==> config.mk <==
export PLATFORM = sky130hd
export DESIGN_NAME = modem_stat_reg
export DESIGN_NICKNAME = d
export VERILOG_FILES = /design/src/rtl/modem_stat_pkg.sv /design/src/rtl/sticky_bank.sv /design/src/rtl/live_mirror.sv /design/src/rtl/cts_gen.sv /design/src/rtl/modem_stat_reg.sv
export SDC_FILE = /design/constraint.sdc
export NUM_CORES = 1
export LEC_CHECK = 0
export ABC_AREA = 1
export CORE_AREA = 3 3 40 42
export DETAILED_ROUTE_END_ITERATION = 12
export DIE_AREA = 0 0 43 45
export DONT_BUFFER_PORTS = 1
export HOLD_SLACK_MARGIN = 0.06
export SYNTH_ARGS = -nofsm -noshare
export SYNTH_HDL_FRONTEND = slang
export SYNTH_SLANG_ARGS = --single-unit
==> constraint.sdc <==
create_clock -name clk -period 0.8 [get_ports clk]
set_clock_uncertainty 0.05 [all_clocks]
set_input_delay 0.04 -clock clk [delete_from_list [all_inputs] [get_ports clk]]
set_output_delay 0.04 -clock clk [all_outputs]
set_load 0.1 [all_outputs]
==> src/rtl/modem_stat_pkg.sv <==
package modem_stat_pkg;
  localparam int WORD_W   = 16;
  localparam int N_STICKY = 6;   // reset-seen, gap, frame, parity, wdog, crc
  localparam int N_LIVE   = 9;   // jabber x2, fifo x6, carrier
  localparam logic [WORD_W-1:0] STICKY_MASK = 16'h9F00;
  localparam logic [WORD_W-1:0] LIVE_MASK   = 16'h60FE;
endpackage

==> src/rtl/sticky_bank.sv <==
module sticky_bank #(
  parameter int N = 6
) (
  input  logic         clk,
  input  logic         rst_n,
  input  logic [N-1:0] set_i,
  input  logic [N-1:0] clr_i,
  output logic [N-1:0] q_o
);
  for (genvar i = 0; i < N; i++) begin : g_bit
    always_ff @(posedge clk or negedge rst_n) begin
      if (!rst_n)        q_o[i] <= 1'b0;
      else if (set_i[i]) q_o[i] <= 1'b1;   // set has priority
      else if (clr_i[i]) q_o[i] <= 1'b0;
    end
  end
endmodule

==> src/rtl/live_mirror.sv <==
module live_mirror #(
  parameter int N = 9
) (
  input  logic         clk,
  input  logic         rst_n,
  input  logic [N-1:0] d_i,
  output logic [N-1:0] q_o
);
  always_ff @(posedge clk or negedge rst_n) begin
    if (!rst_n) q_o <= '0;
    else        q_o <= d_i;
  end
endmodule

==> src/rtl/cts_gen.sv <==
module cts_gen (
  input  logic clk,
  input  logic rst_n,
  input  logic rts_i,
  input  logic carrier_i,
  input  logic full_duplex_i,
  output logic cts_o
);
  logic grant;
  always_comb grant = rts_i & (full_duplex_i | ~carrier_i);

  always_ff @(posedge clk or negedge rst_n) begin
    if (!rst_n) cts_o <= 1'b0;
    else        cts_o <= grant;
  end
endmodule

==> src/rtl/modem_stat_reg.sv <==
module modem_stat_reg
  import modem_stat_pkg::*;
(
  input  logic              clk,
  input  logic              rst_n,
  input  logic              wr_en,
  input  logic [WORD_W-1:0] wr_data,
  input  logic              evt_gap,
  input  logic              evt_frame,
  input  logic              evt_parity,
  input  logic              evt_wdog,
  input  logic              evt_crc,
  input  logic              jab_expired,
  input  logic              jab_active,
  input  logic              rx_at_lvl,
  input  logic              rx_full,
  input  logic              rx_empty,
  input  logic              tx_at_lvl,
  input  logic              tx_full,
  input  logic              tx_empty,
  input  logic              carrier,
  input  logic              rts,
  input  logic              full_duplex,
  output logic [WORD_W-1:0] stat_word,
  output logic              cts,
  output logic              irq
);
  logic                booted;
  logic [N_STICKY-1:0] st_set, st_clr, st_q;
  logic [N_LIVE-1:0]   lv_d, lv_q;

  // One-shot marker: low until the first edge after reset release
  always_ff @(posedge clk or negedge rst_n) begin
    if (!rst_n) booted <= 1'b0;
    else        booted <= 1'b1;
  end

  always_comb begin
    st_set = {~booted, evt_gap, evt_frame, evt_parity, evt_wdog, evt_crc};
    st_clr = wr_en ? {wr_data[15], wr_data[12:8]} : '0;
    lv_d   = {jab_expired, jab_active, rx_at_lvl, rx_full, rx_empty,
              tx_at_lvl, tx_full, tx_empty, carrier};
  end

  sticky_bank #(.N(N_STICKY)) u_sticky (
    .clk(clk), .rst_n(rst_n), .set_i(st_set), .clr_i(st_clr), .q_o(st_q)
  );

  live_mirror #(.N(N_LIVE)) u_live (
    .clk(clk), .rst_n(rst_n), .d_i(lv_d), .q_o(lv_q)
  );

  cts_gen u_cts (
    .clk(clk), .rst_n(rst_n), .rts_i(rts), .carrier_i(carrier),
    .full_duplex_i(full_duplex), .cts_o(cts)
  );

  always_comb begin
    stat_word = {st_q[5], lv_q[8:7], st_q[4:0], lv_q[6:0], cts};
    irq       = |st_q;
  end
endmodule

==> results of run 1 <==
logic make-up after synthesis:
| kind of cell | Yosys count | synth area share [%] |
|---|---|---|
| and+or+nand+nor | 22 | 15.2 |
| DFF | 17 | 77.3 |
| buffers and inverters | 7 | 5.45 |
| AOI/OAI and AO/OA | 1 | 1.36 |
| other | 1 | 0.681 |
synthesized netlist by cell type, drive strengths merged:
cell type / number / share of area (%)
a21boi: 1 / 1.4
buf: 1 / 1.4
conb: 1 / 0.68
dfrtp: 17 / 77
inv: 6 / 4.1
nand2: 18 / 12
nand3: 1 / 0.91
nor2: 3 / 2.0
through the flow:
step | setup slack, ns | area [um2]
3_5_place_dp | -0.150 | 960
3_3_place_gp | -0.130 | 960
2_1_floorplan | -0.350 | 636
==> flow_summary.ini, run 1 <==
[run_status]
status = did not finish
last-stage-reached = 4_1_cts
toolErrorMsg = [ERROR DPL-0038] Utilization greater than 100%, impossible to legalize

[synthesis]
seq_area_frac_synth_pct = 77.3
synth.distinct_cells = 8
syn_avg_cell_area_um2 = 11.5
cells_after_synth = 48
synth-seq-cells = 17
synth-warning-count = 0
synthesis.area_um2 = 551
synth_fp_nets = 83

[place]
placer_congestion_estimate = 0.658
dpl.hpwl_um = 1210
place_inst = 82
buffer_ports.inserted = 0

[cts]
post_cts.repair.setup_buffers = 5
postCtsHoldBufs = 24
ctsResizeCount = 18
htreeDepth = 1
cts_made_buffers = 3
cts.root.buffer_cell = sky130_fd_sc_hd__clkbuf_4
clock_sink_count = 17
clock_path_buffers = 2

[floorplan]
die_w_um = 43
floorplan.initialDensity_pct = 42.8
placement_rows = 13
die_h_um = 45
io_pins = 53
==> run 2: changes to the inputs <==
- CORE_AREA: 3 3 40 42 -> 3 3 64 66
- DIE_AREA: 0 0 43 45 -> 0 0 67 69
- HOLD_SLACK_MARGIN: 0.06 -> not set
- PLACE_DENSITY_LB_ADDON: not set -> 0.15
==> run 2 against run 1 <==
The flow now finishes, with violations (negative hold slack, negative setup slack). Synthesized cell count did not move. Area after synthesis is the same.
==> flow_summary.ini, run 2 <==
[run_status]
status = finished with violations
failed_checks = negative hold slack, negative setup slack

[grt]
globalRoute.totalOverflow = 0
grt_first_pass_wirelength_um = 2410
grt_antenna_before_repair = 0
grt_pass1_vias = 506
grt_start_max_net_pins = 18
grt_util_all_layers_pct = 6.85

[sta]
whs_ns = -0.111
measured_slew_at_the_worst_slew_check_pin_ns = 0.784
total_count_of_max_transition_violations_in_the_final_report = 0
setup_viol_count_final = 22
maxClockFrequency_mhz = 825
number_of_hold_slack_violations_in_the_final_timing_report = 17
max-slew-margin-rel_pct = 47.8
rsz0062_at_grt = yes
post-route-period-util_pct = 151
layout_setup_ws_ns = -0.412
final.min_clock_period_ns = 1.21
fin_setup_tns_ns = -4.10

[finish]
area.sequential_um2 = 463
top_register = u_live.q_o
largest_reg_flops = 9
mostFrequentLayoutCell = sky130_fd_sc_hd__dlygate4sd3_1
layout-drive-gt1-share_pct = 49.5
final_nets = 133
post_route_insts_no_fill = 145
final_core_util_pct = 36.9
multi_input_gate_area_um2 = 138
mostFrequentLayoutCells = sky130_fd_sc_hd__dlygate4sd3_1, sky130_fd_sc_hd__nand2_1, sky130_fd_sc_hd__buf_12, sky130_fd_sc_hd__dfrtp_2, sky130_fd_sc_hd__dfrtp_4
post-route-cell-area_mm2 = 0.00134
layout.filler_cells = 368
reg.largest.list = u_live.q_o x9, u_sticky.q_o x6
antenna-diode-count = 0
flow.area_growth_from_synthesis_pct = 144

[synthesis]
ys_async_sr_fraction_pct = 100
synthDominantCellAreaShare_pct = 77.3
synth_edf_count = 0
synth_fp_nets = 83
synth-simple-area-share_pct = 15.2
seq_area_frac_synth_pct = 77.3
share_of_synthesized_cell_area_in_full_adder_half_adder_and_majority_cells_pct = 0
synth-warning-count = 0
netlist_top_cells_count = sky130_fd_sc_hd__nand2_1, sky130_fd_sc_hd__dfrtp_1, sky130_fd_sc_hd__inv_1
ys_top_cells_by_area = sky130_fd_sc_hd__dfrtp_1, sky130_fd_sc_hd__nand2_1, sky130_fd_sc_hd__inv_1
synth_xor_xnor_area_share_pct = 0
synth_top_cell_by_area = sky130_fd_sc_hd__dfrtp_1
cells_after_synth = 48
synth_compound_area_share_pct = 1.36
syn_avg_cell_area_um2 = 11.5
yosys.cell_count.top_type = sky130_fd_sc_hd__nand2_1
synth-seq-cells = 17
synth_mux_area_share_pct = 0
synth.distinct_cells = 8
largest_family_of_logic_cells_by_synthesized_area = simple AND/OR/NAND/NOR gates
synthesis.area_um2 = 551
dominantRegCellSynth = sky130_fd_sc_hd__dfrtp_1

[drt]
dr.pass1.iters = 2
drt-wirelength-per-cell_um = 10.5
route.detailed.vias_per_inst = 3.27
drcViolationCount = 0
total_number_of_vias = 474
routed_wl_um = 1520
post_route_antenna_net_violation_count = 0
drt_iter0_markers = 1

[cts]
cts_tree = built
clock_sink_count = 17
insertion_delay_ns = 0.24
postCtsHoldBufs = 24
htreeDepth = 1
cts.root.buffer_cell = sky130_fd_sc_hd__clkbuf_8
cts_made_buffers = 3
clock_path_buffers = 2
path_clk_slew_ns = 0.07

[setup_path]
worstSetupPathType = flop to primary output
timing.critical_path.from_type = flop
critical_path_arrival_ns = 1.12
cp_slowest_stage_delay_ns = 0.49
worstPathMaxFanout = 2
crit_path_end_kind = primary output
critical_path.cell_chain = nor2_4 -> nand3_4 -> buf_12
cpMaxStageDelayCell = sky130_fd_sc_hd__dfrtp_4
worst_ep_required_time_ns = 0.71

[pwr]
vdd_ir_drop_max_mv = 0.840
pwr_density_cell_mw_per_mm2 = 1760
design_power_total_mw = 2.36
static_leak_nw = 0.595

[place]
dpl.hpwl_um = 1060
buffer_ports.inserted = 0
placer_congestion_estimate = 0.623
place_inst = 114
postPlaceCellArea_um2 = 981

[floorplan]
placement_rows = 22
die_w_um = 67
floorplan.initialDensity_pct = 15.2
io_pins = 53
dieArea_mm2 = 0.00462
die_h_um = 69
core_region_area_mm2 = 0.00363

[min_path]
hold_path.class = input port to async pin

[flow_run]
max-cap-violations = 0
## run 2: cell counts after synthesis
Identical to the previous run, type by type.
## run 2: area by class of cell
type | instances | area share (%)
tap | 48 | 4.48
clock buffer | 4 | 3.36
inverter | 6 | 1.68
multi-input combinational | 24 | 10.3
sequential | 17 | 34.5
timing repair buffer | 46 | 45.7
## run 2: where the power goes
part           switching [mW]  total, mW  leakage, nW  internal, mW
Sequential             0.0474      0.975        0.177         0.928
Clock                   0.270      0.622       0.0228         0.352
Combinational           0.474      0.766        0.395         0.292
## run 2: kinds of logic after synthesis
family | count (synthesis)
simple gates | 22
flops | 17
other cells | 1
buf+inv | 7
compound gates | 1
## run 2: stage by stage
step	worst slack [ns]	hold WS, ns
4_1_cts	-0.423	0.290
3_3_place_gp	-0.143	-0.305
2_1_floorplan	-0.350	-0.306
5_1_grt	-0.458	-0.0642
6_report	-0.412	-0.111
3_5_place_dp	-0.147	-0.305
## run 2: timing repair
| item | CTS | global route |
|---|---|---|
| setup endpoints to repair | 20 | 41 |
| hold endpoints to repair | 33 | 17 |
| resized for setup | 8 | 7 |
| setup buffers | 2 | 1 |
| pin swaps | 2 | 3 |
## run 2: metal layers
layer,up-vias,global-route usage (%),wire length [um]
li1,235,-,-
met1,220,8.35,588
met2,19,11.4,819
met3,0,3.09,111
met4,0,0.676,0
met5,-,0,0
## run 2: path summary, 6_finish.rpt
check,start,endpoint,slack (ns),cells after the start
max reg2reg,u_sticky.q_o[4]$_DFFE_PN0P_,u_sticky.q_o[4]$_DFFE_PN0P_,-0.17,4
max in group asynchronous,rst_n,u_cts.cts_o$_DFF_PN0_,0.23,1
min,rst_n,booted$_DFF_PN0_,-0.11,1
min in group clk,wr_en,u_sticky.q_o[1]$_DFFE_PN0P_,0.25,4
max,u_sticky.q_o[5]$_DFFE_PN0P_,irq,-0.41,3
min reg2reg,booted$_DFF_PN0_,u_sticky.q_o[5]$_DFFE_PN0P_,0.34,1
## run 2: critical path: cells and delay by family (launching register included)
family	cells	cell delay [ns]
AND/OR/NAND/NOR	2	0.22
flip-flops	1	0.49
buffers and inverters	1	0.17
Power figures use the tool's default switching activity.
==> run 3: changes to the inputs <==
- CELL_PAD_IN_SITES_DETAIL_PLACEMENT: not set -> 0
- CELL_PAD_IN_SITES_GLOBAL_PLACEMENT: not set -> 1
==> run 3 against run 2 <==
The flow still finishes with violations (negative hold slack, negative setup slack). Utilization increased by 1.4 points. Final cell count increased by 1.4%. Flip-flop and latch count unchanged. Register-to-register slack about the same. Combinational power increased by 4.8%. Critical path depth unchanged. Sequential share of layout area decreased by 1.3 points. Sequential power about the same. Via count increased by 7.2%. Critical path type unchanged.
==> flow_summary.ini, run 3 (synthesis results as in run 2) <==
[drt]
route.detailed.vias_per_inst = 3.46
drt_iter0_markers = 9
total_number_of_vias = 508
drcViolationCount = 0
routed_wl_um = 1490
post_route_antenna_net_violation_count = 0
drt-wirelength-per-cell_um = 10.1
dr.pass1.iters = 2

[grt]
gr-usage-met3_pct = 3.09
grt_pass1_vias = 574
grt_util_all_layers_pct = 6.72
grt_antenna_before_repair = 0
grt_use_met1_pct = 7.14
grt_start_max_net_pins = 18
grt_busiest_layer = met2
globalRoute.totalOverflow = 0
met2_usage_pct = 11.2
grt_first_pass_wirelength_um = 2380

[flow_run]
max-cap-violations = 0

[cts]
clock_path_buffers = 2
path_clk_slew_ns = 0.07
clock_sink_count = 17
cts_tree = built
cts.root.buffer_cell = sky130_fd_sc_hd__clkbuf_8
insertion_delay_ns = 0.24
htreeDepth = 1
cts_made_buffers = 3
postCtsHoldBufs = 24

[place]
buffer_ports.inserted = 0
placer_congestion_estimate = 0.556
place_inst = 114
dpl.hpwl_um = 1020
post-place-ws_ns = -0.146
postPlaceCellArea_um2 = 981

[floorplan]
die_w_um = 67
core_region_area_mm2 = 0.00363
dieArea_mm2 = 0.00462
io_pins = 53
die_h_um = 69
floorplan.initialDensity_pct = 15.2
placement_rows = 22

[pwr]
vdd_ir_drop_max_mv = 0.669
power.combinational.fraction_pct = 33.3
pwr_density_cell_mw_per_mm2 = 1730
p_int_mw = 1.60
design_power_total_mw = 2.41
power_frac_seq_pct = 40.5
static_leak_nw = 0.617
net-switching-power_uw = 809
clockPowerShare_pct = 26.2
power_switching_share_pct = 33.6

[setup_path]
critical_path.cell_chain = nor2_4 -> nand3_4 -> buf_12
critical_path_arrival_ns = 1.11
worstPathMaxFanout = 3
timing.critical_path.max_delay_family = flip-flops
timing.critical_path.from_type = flop
worstSetupPathType = flop to primary output
cpMaxStageDelayCell = sky130_fd_sc_hd__dfrtp_4
cp_slowest_stage_delay_ns = 0.51
worst_ep_required_time_ns = 0.71
crit_path_end_kind = primary output
path_buf_inv = 1

[sta]
maxClockFrequency_mhz = 832
measured_slew_at_the_worst_slew_check_pin_ns = 0.835
post-route-period-util_pct = 150
max-slew-margin-rel_pct = 44.3
final.min_clock_period_ns = 1.20
fin_setup_tns_ns = -4.21
rsz0062_at_grt = yes
number_of_hold_slack_violations_in_the_final_timing_report = 17
total_count_of_max_transition_violations_in_the_final_report = 0
whs_ns = -0.0895
layout_setup_ws_ns = -0.402
setup_viol_count_final = 23

[finish]
area.sequential_um2 = 463
layout.filler_cells = 358
flow.area_growth_from_synthesis_pct = 153
final_core_util_pct = 38.4
layout-drive-gt1-share_pct = 52.5
mostFrequentLayoutCells = sky130_fd_sc_hd__dlygate4sd3_1, sky130_fd_sc_hd__buf_12, sky130_fd_sc_hd__nand2_1, sky130_fd_sc_hd__dfrtp_2, sky130_fd_sc_hd__dfrtp_4
post_route_insts_no_fill = 147
reg.largest.list = u_live.q_o x9, u_sticky.q_o x6
final_nets = 135
antenna-diode-count = 0
post-route-cell-area_mm2 = 0.00139
multi_input_gate_area_um2 = 143
largest_reg_flops = 9
top_register = u_live.q_o
mostFrequentLayoutCell = sky130_fd_sc_hd__dlygate4sd3_1

[run_status]
status = finished with violations
failed_checks = negative hold slack, negative setup slack

[min_path]
hold_path.class = input port to async pin
-- run 3: cell count changes in the layout (fill, tap and decap cells not counted), sizes merged --
cell	previous run	this run
buf	22	24
-- run 3: final cells by class --
| type | instances | share of cell area (%) |
|---|---|---|
| flip-flops and latches | 17 | 33.2 |
| clock buffers | 4 | 3.23 |
| repair buffers | 48 | 47.4 |
| well taps | 48 | 4.31 |
| multi-input cells | 24 | 10.2 |
| inverters | 6 | 1.62 |
-- run 3: routing by layer --
metal / vias up / share of wire, %
met5: - / 0
met4: 0 / 0
met1: 242 / 37
met2: 27 / 51
met3: 0 / 12
li1: 239 / -
-- run 3: worst register-to-register path, delay by kind of cell (launching register included) --
family,cells,cell delay (ns)
AND/OR/NAND/NOR,2,0.08
buffers and inverters,2,0.23
flip-flops,1,0.49
-- run 3: timing repair --
| item | 4_1_cts | 5_1_grt |
|---|---|---|
| pin swaps | 4 | 7 |
| endpoints found under the hold margin | 33 | 17 |
| buffers inserted | 3 | 2 |
| gates resized for setup | 15 | 10 |
| setup endpoints to repair | 19 | 41 |
-- run 3: final timing paths --
path | endpoint | cells past startpoint | from | slack [ns]
worst max-delay path | irq | 3 | u_sticky.q_o[2]$_DFFE_PN0P_ | -0.40
worst min register to register | u_sticky.q_o[5]$_DFFE_PN0P_ | 1 | booted$_DFF_PN0_ | 0.35
max in group asynchronous | u_sticky.q_o[5]$_DFFE_PN0P_ | 1 | rst_n | 0.18
min in group clk | u_sticky.q_o[5]$_DFFE_PN0P_ | 4 | wr_en | 0.26
worst max register to register | u_sticky.q_o[1]$_DFFE_PN0P_ | 4 | u_sticky.q_o[1]$_DFFE_PN0P_ | -0.17
worst min-delay path | u_sticky.q_o[2]$_DFFE_PN0P_ | 1 | rst_n | -0.09
-- run 3: power groups by stage --
stage	sequential (mW)	combinational [mW]	clock, mW
global route	0.983	0.839	0.708
finish	0.977	0.803	0.632
global placement	0.995	0.598	0
CTS	0.979	0.778	0.675
detailed placement	0.996	0.599	0
floorplan	1.33	0.0751	0
==> run 4: changes to the inputs <==
- ABC_AREA: 1 -> not set
- clock period: 0.8 -> 1 ns (I/O delays scaled with it)
==> run 4 against run 3 <==
Combinational power shrank 25%. First-iteration DRC count fell by 67%. Utilization is 3.6 points lower. Critical path depth decreased by 1. Wire length rose by 2.2%. Register-to-register slack worse by 0.03 ns. Hold slack lost 0.021 ns. Area after synthesis is 3.4% lower. The flow still finishes with violations (negative hold slack, negative setup slack). Critical endpoint unchanged. Setup slack gained 0.018 ns. Sequential share of layout area is 1.9 points higher.
==> flow_summary.ini, run 4 <==
[pwr]
vdd_ir_drop_max_mv = 0.612
power.combinational.fraction_pct = 32.2
p_int_mw = 1.24
power_switching_share_pct = 33.4
clockPowerShare_pct = 26.3
power_frac_seq_pct = 41.5
net-switching-power_uw = 623
static_leak_nw = 0.562
pwr_density_cell_mw_per_mm2 = 1480

[setup_path]
critical_path_arrival_ns = 1.28
worstPathMaxFanout = 2
worstSetupPathType = flop to primary output
critPathLaunch = u_sticky.q_o[2]$_DFFE_PN0P_
regToRegEndpoint = u_sticky.q_o[2]$_DFFE_PN0P_
crit_path_end_kind = primary output
worstRegToRegCells = 4
worst_ep_required_time_ns = 0.90
timing.critical_path.from_type = flop
worstReg2RegStart = u_sticky.q_o[2]$_DFFE_PN0P_
r2r_setup_slack_ns = -0.20

[sta]
setup_viol_count_final = 8
max-slew-margin-rel_pct = 49.3
number_of_hold_slack_violations_in_the_final_timing_report = 17
maxClockFrequency_mhz = 723
post-route-period-util_pct = 138
whs_ns = -0.110
total_count_of_max_transition_violations_in_the_final_report = 0
rsz0062_at_grt = yes
final.min_clock_period_ns = 1.38
measured_slew_at_the_worst_slew_check_pin_ns = 0.761
layout_setup_ws_ns = -0.383

[drt]
dr.pass1.iters = 2
post_route_antenna_net_violation_count = 0
total_number_of_vias = 461
drt_iter0_markers = 3
route.detailed.vias_per_inst = 3.52
drt-wirelength-per-cell_um = 11.6
drcViolationCount = 0
routed_wl_um = 1520

[synthesis]
ys_async_sr_fraction_pct = 100
yosys.cell_count.top_type = sky130_fd_sc_hd__dfrtp_1
synthDominantCellAreaShare_pct = 80.0
synth_top_cell_by_area = sky130_fd_sc_hd__dfrtp_1
dominantRegCellSynth = sky130_fd_sc_hd__dfrtp_1
synth_fp_nets = 71
ys_top_cells_by_area = sky130_fd_sc_hd__dfrtp_1, sky130_fd_sc_hd__a21o_1, sky130_fd_sc_hd__nand2_1
syn_avg_cell_area_um2 = 14.8
synth.distinct_cells = 10
cells_after_synth = 36
seq_area_frac_synth_pct = 80.0
synth_edf_count = 0
netlist_top_cells_count = sky130_fd_sc_hd__dfrtp_1, sky130_fd_sc_hd__nand2_1, sky130_fd_sc_hd__a21o_1
synth-seq-cells = 17
synth-warning-count = 0
synthesis.area_um2 = 532

[finish]
post_route_insts_no_fill = 131
mostFrequentLayoutCells = sky130_fd_sc_hd__dlygate4sd3_1, sky130_fd_sc_hd__buf_12, sky130_fd_sc_hd__dfrtp_1, sky130_fd_sc_hd__nand2_1, sky130_fd_sc_hd__a21o_1
reg.largest.list = u_live.q_o x9, u_sticky.q_o x6
final_nets = 119
largest_reg_flops = 9
mostFrequentLayoutCell = sky130_fd_sc_hd__dlygate4sd3_1
post-route-cell-area_mm2 = 0.00126
flow.area_growth_from_synthesis_pct = 138
top_register = u_live.q_o
layout-drive-gt1-share_pct = 42.2
antenna-diode-count = 0
final_core_util_pct = 34.8

[floorplan]
floorplan.initialDensity_pct = 14.6
placement_rows = 22
dieArea_mm2 = 0.00462
die_w_um = 67
core_region_area_mm2 = 0.00363
die_h_um = 69
io_pins = 53

[cts]
clock_sink_count = 17
cts.root.buffer_cell = sky130_fd_sc_hd__clkbuf_8
htreeDepth = 1
cts_made_buffers = 3
postCtsHoldBufs = 24
path_clk_slew_ns = 0.06
clock_path_buffers = 2
insertion_delay_ns = 0.25
cts_tree = built

[grt]
grt_util_all_layers_pct = 7.27
grt_antenna_before_repair = 0
grt_pass1_vias = 522
grt_first_pass_wirelength_um = 2330
grt_start_max_net_pins = 18
globalRoute.totalOverflow = 0

[place]
buffer_ports.inserted = 0
dpl.hpwl_um = 1180
placer_congestion_estimate = 0.727
postPlaceCellArea_um2 = 898
place_inst = 101

[flow_run]
max-cap-violations = 0

[min_path]
hold_path.class = input port to async pin

[run_status]
failed_checks = negative hold slack, negative setup slack
status = finished with violations
==> run 4: stage by stage <==
step	total power, mW	setup slack (ns)	hold slack [ns]	TNS, ns
2_1_floorplan	1.10	-0.300	-0.296	-0.344
3_3_place_gp	1.25	-0.140	-0.295	-0.265
3_5_place_dp	1.25	-0.143	-0.295	-0.273
4_1_cts	1.88	-0.397	0.294	-0.989
5_1_grt	1.95	-0.426	-0.0475	-1.36
6_report	1.87	-0.383	-0.110	-1.08
==> run 4: repair_timing <==
item                                   4_1_cts  5_1_grt
setup endpoints to repair                   12       27
gates resized for setup                     12        5
endpoints found under the hold margin       33       17
gates cloned                                 0        0
buffers inserted                             2        2
pin swaps                                    2        1
==> run 4: kinds of logic (layout without fill, tap and decap cells) <==
| kind of cell | Yosys count | in the layout | share of synthesized area [%] |
|---|---|---|---|
| buf+inv | 2 | 49 | 2.12 |
| compound gates | 7 | 7 | 10.4 |
| simple gates | 9 | 9 | 6.82 |
| flops | 17 | 17 | 80.0 |
| other cells | 1 | 1 | 0.705 |
==> run 4: cell type report <==
class | count | area (um2)
Clock buffer | 3 | 41.3
Clock inverter | 1 | 5.00
Fill cell | 370 | 2370
Inverter | 1 | 3.75
Multi-Input combinational cell | 17 | 126
Sequential cell | 17 | 444
Tap cell | 48 | 60.1
Timing Repair Buffer | 44 | 583
==> run 4: per-layer routing <==
metal / GRT usage, % / wire length, um / part of all wire [%] / up-vias
met5: 0 / 0 / 0 / -
met4: 3.38 / 9 / 0.59 / 0
met3: 7.49 / 279 / 18 / 2
met2: 12.6 / 814 / 54 / 32
met1: 4.57 / 414 / 27 / 219
li1: - / - / - / 208
==> run 4: critical path: stages (launching register included) <==
cell and delay [ns]:
sky130_fd_sc_hd__dfrtp_4 0.49, sky130_fd_sc_hd__nor4_4 0.30, sky130_fd_sc_hd__nand2_4 0.25
==> run 4: power by group through the flow <==
stage	Clock, mW	Combinational, mW	Sequential, mW
finish	0.491	0.600	0.775
floorplan	0	0.0491	1.05
global route	0.553	0.623	0.779
detailed placement	0	0.466	0.785
CTS	0.516	0.592	0.775
global placement	0	0.466	0.783
==> run 4: worst max-delay path by stage <==
stage               endpoint  slack (ns)
floorplan                irq       -0.30
global placement         irq       -0.14
detailed placement       irq       -0.14
CTS                      irq       -0.40
global route             irq       -0.43
finish                   irq       -0.38
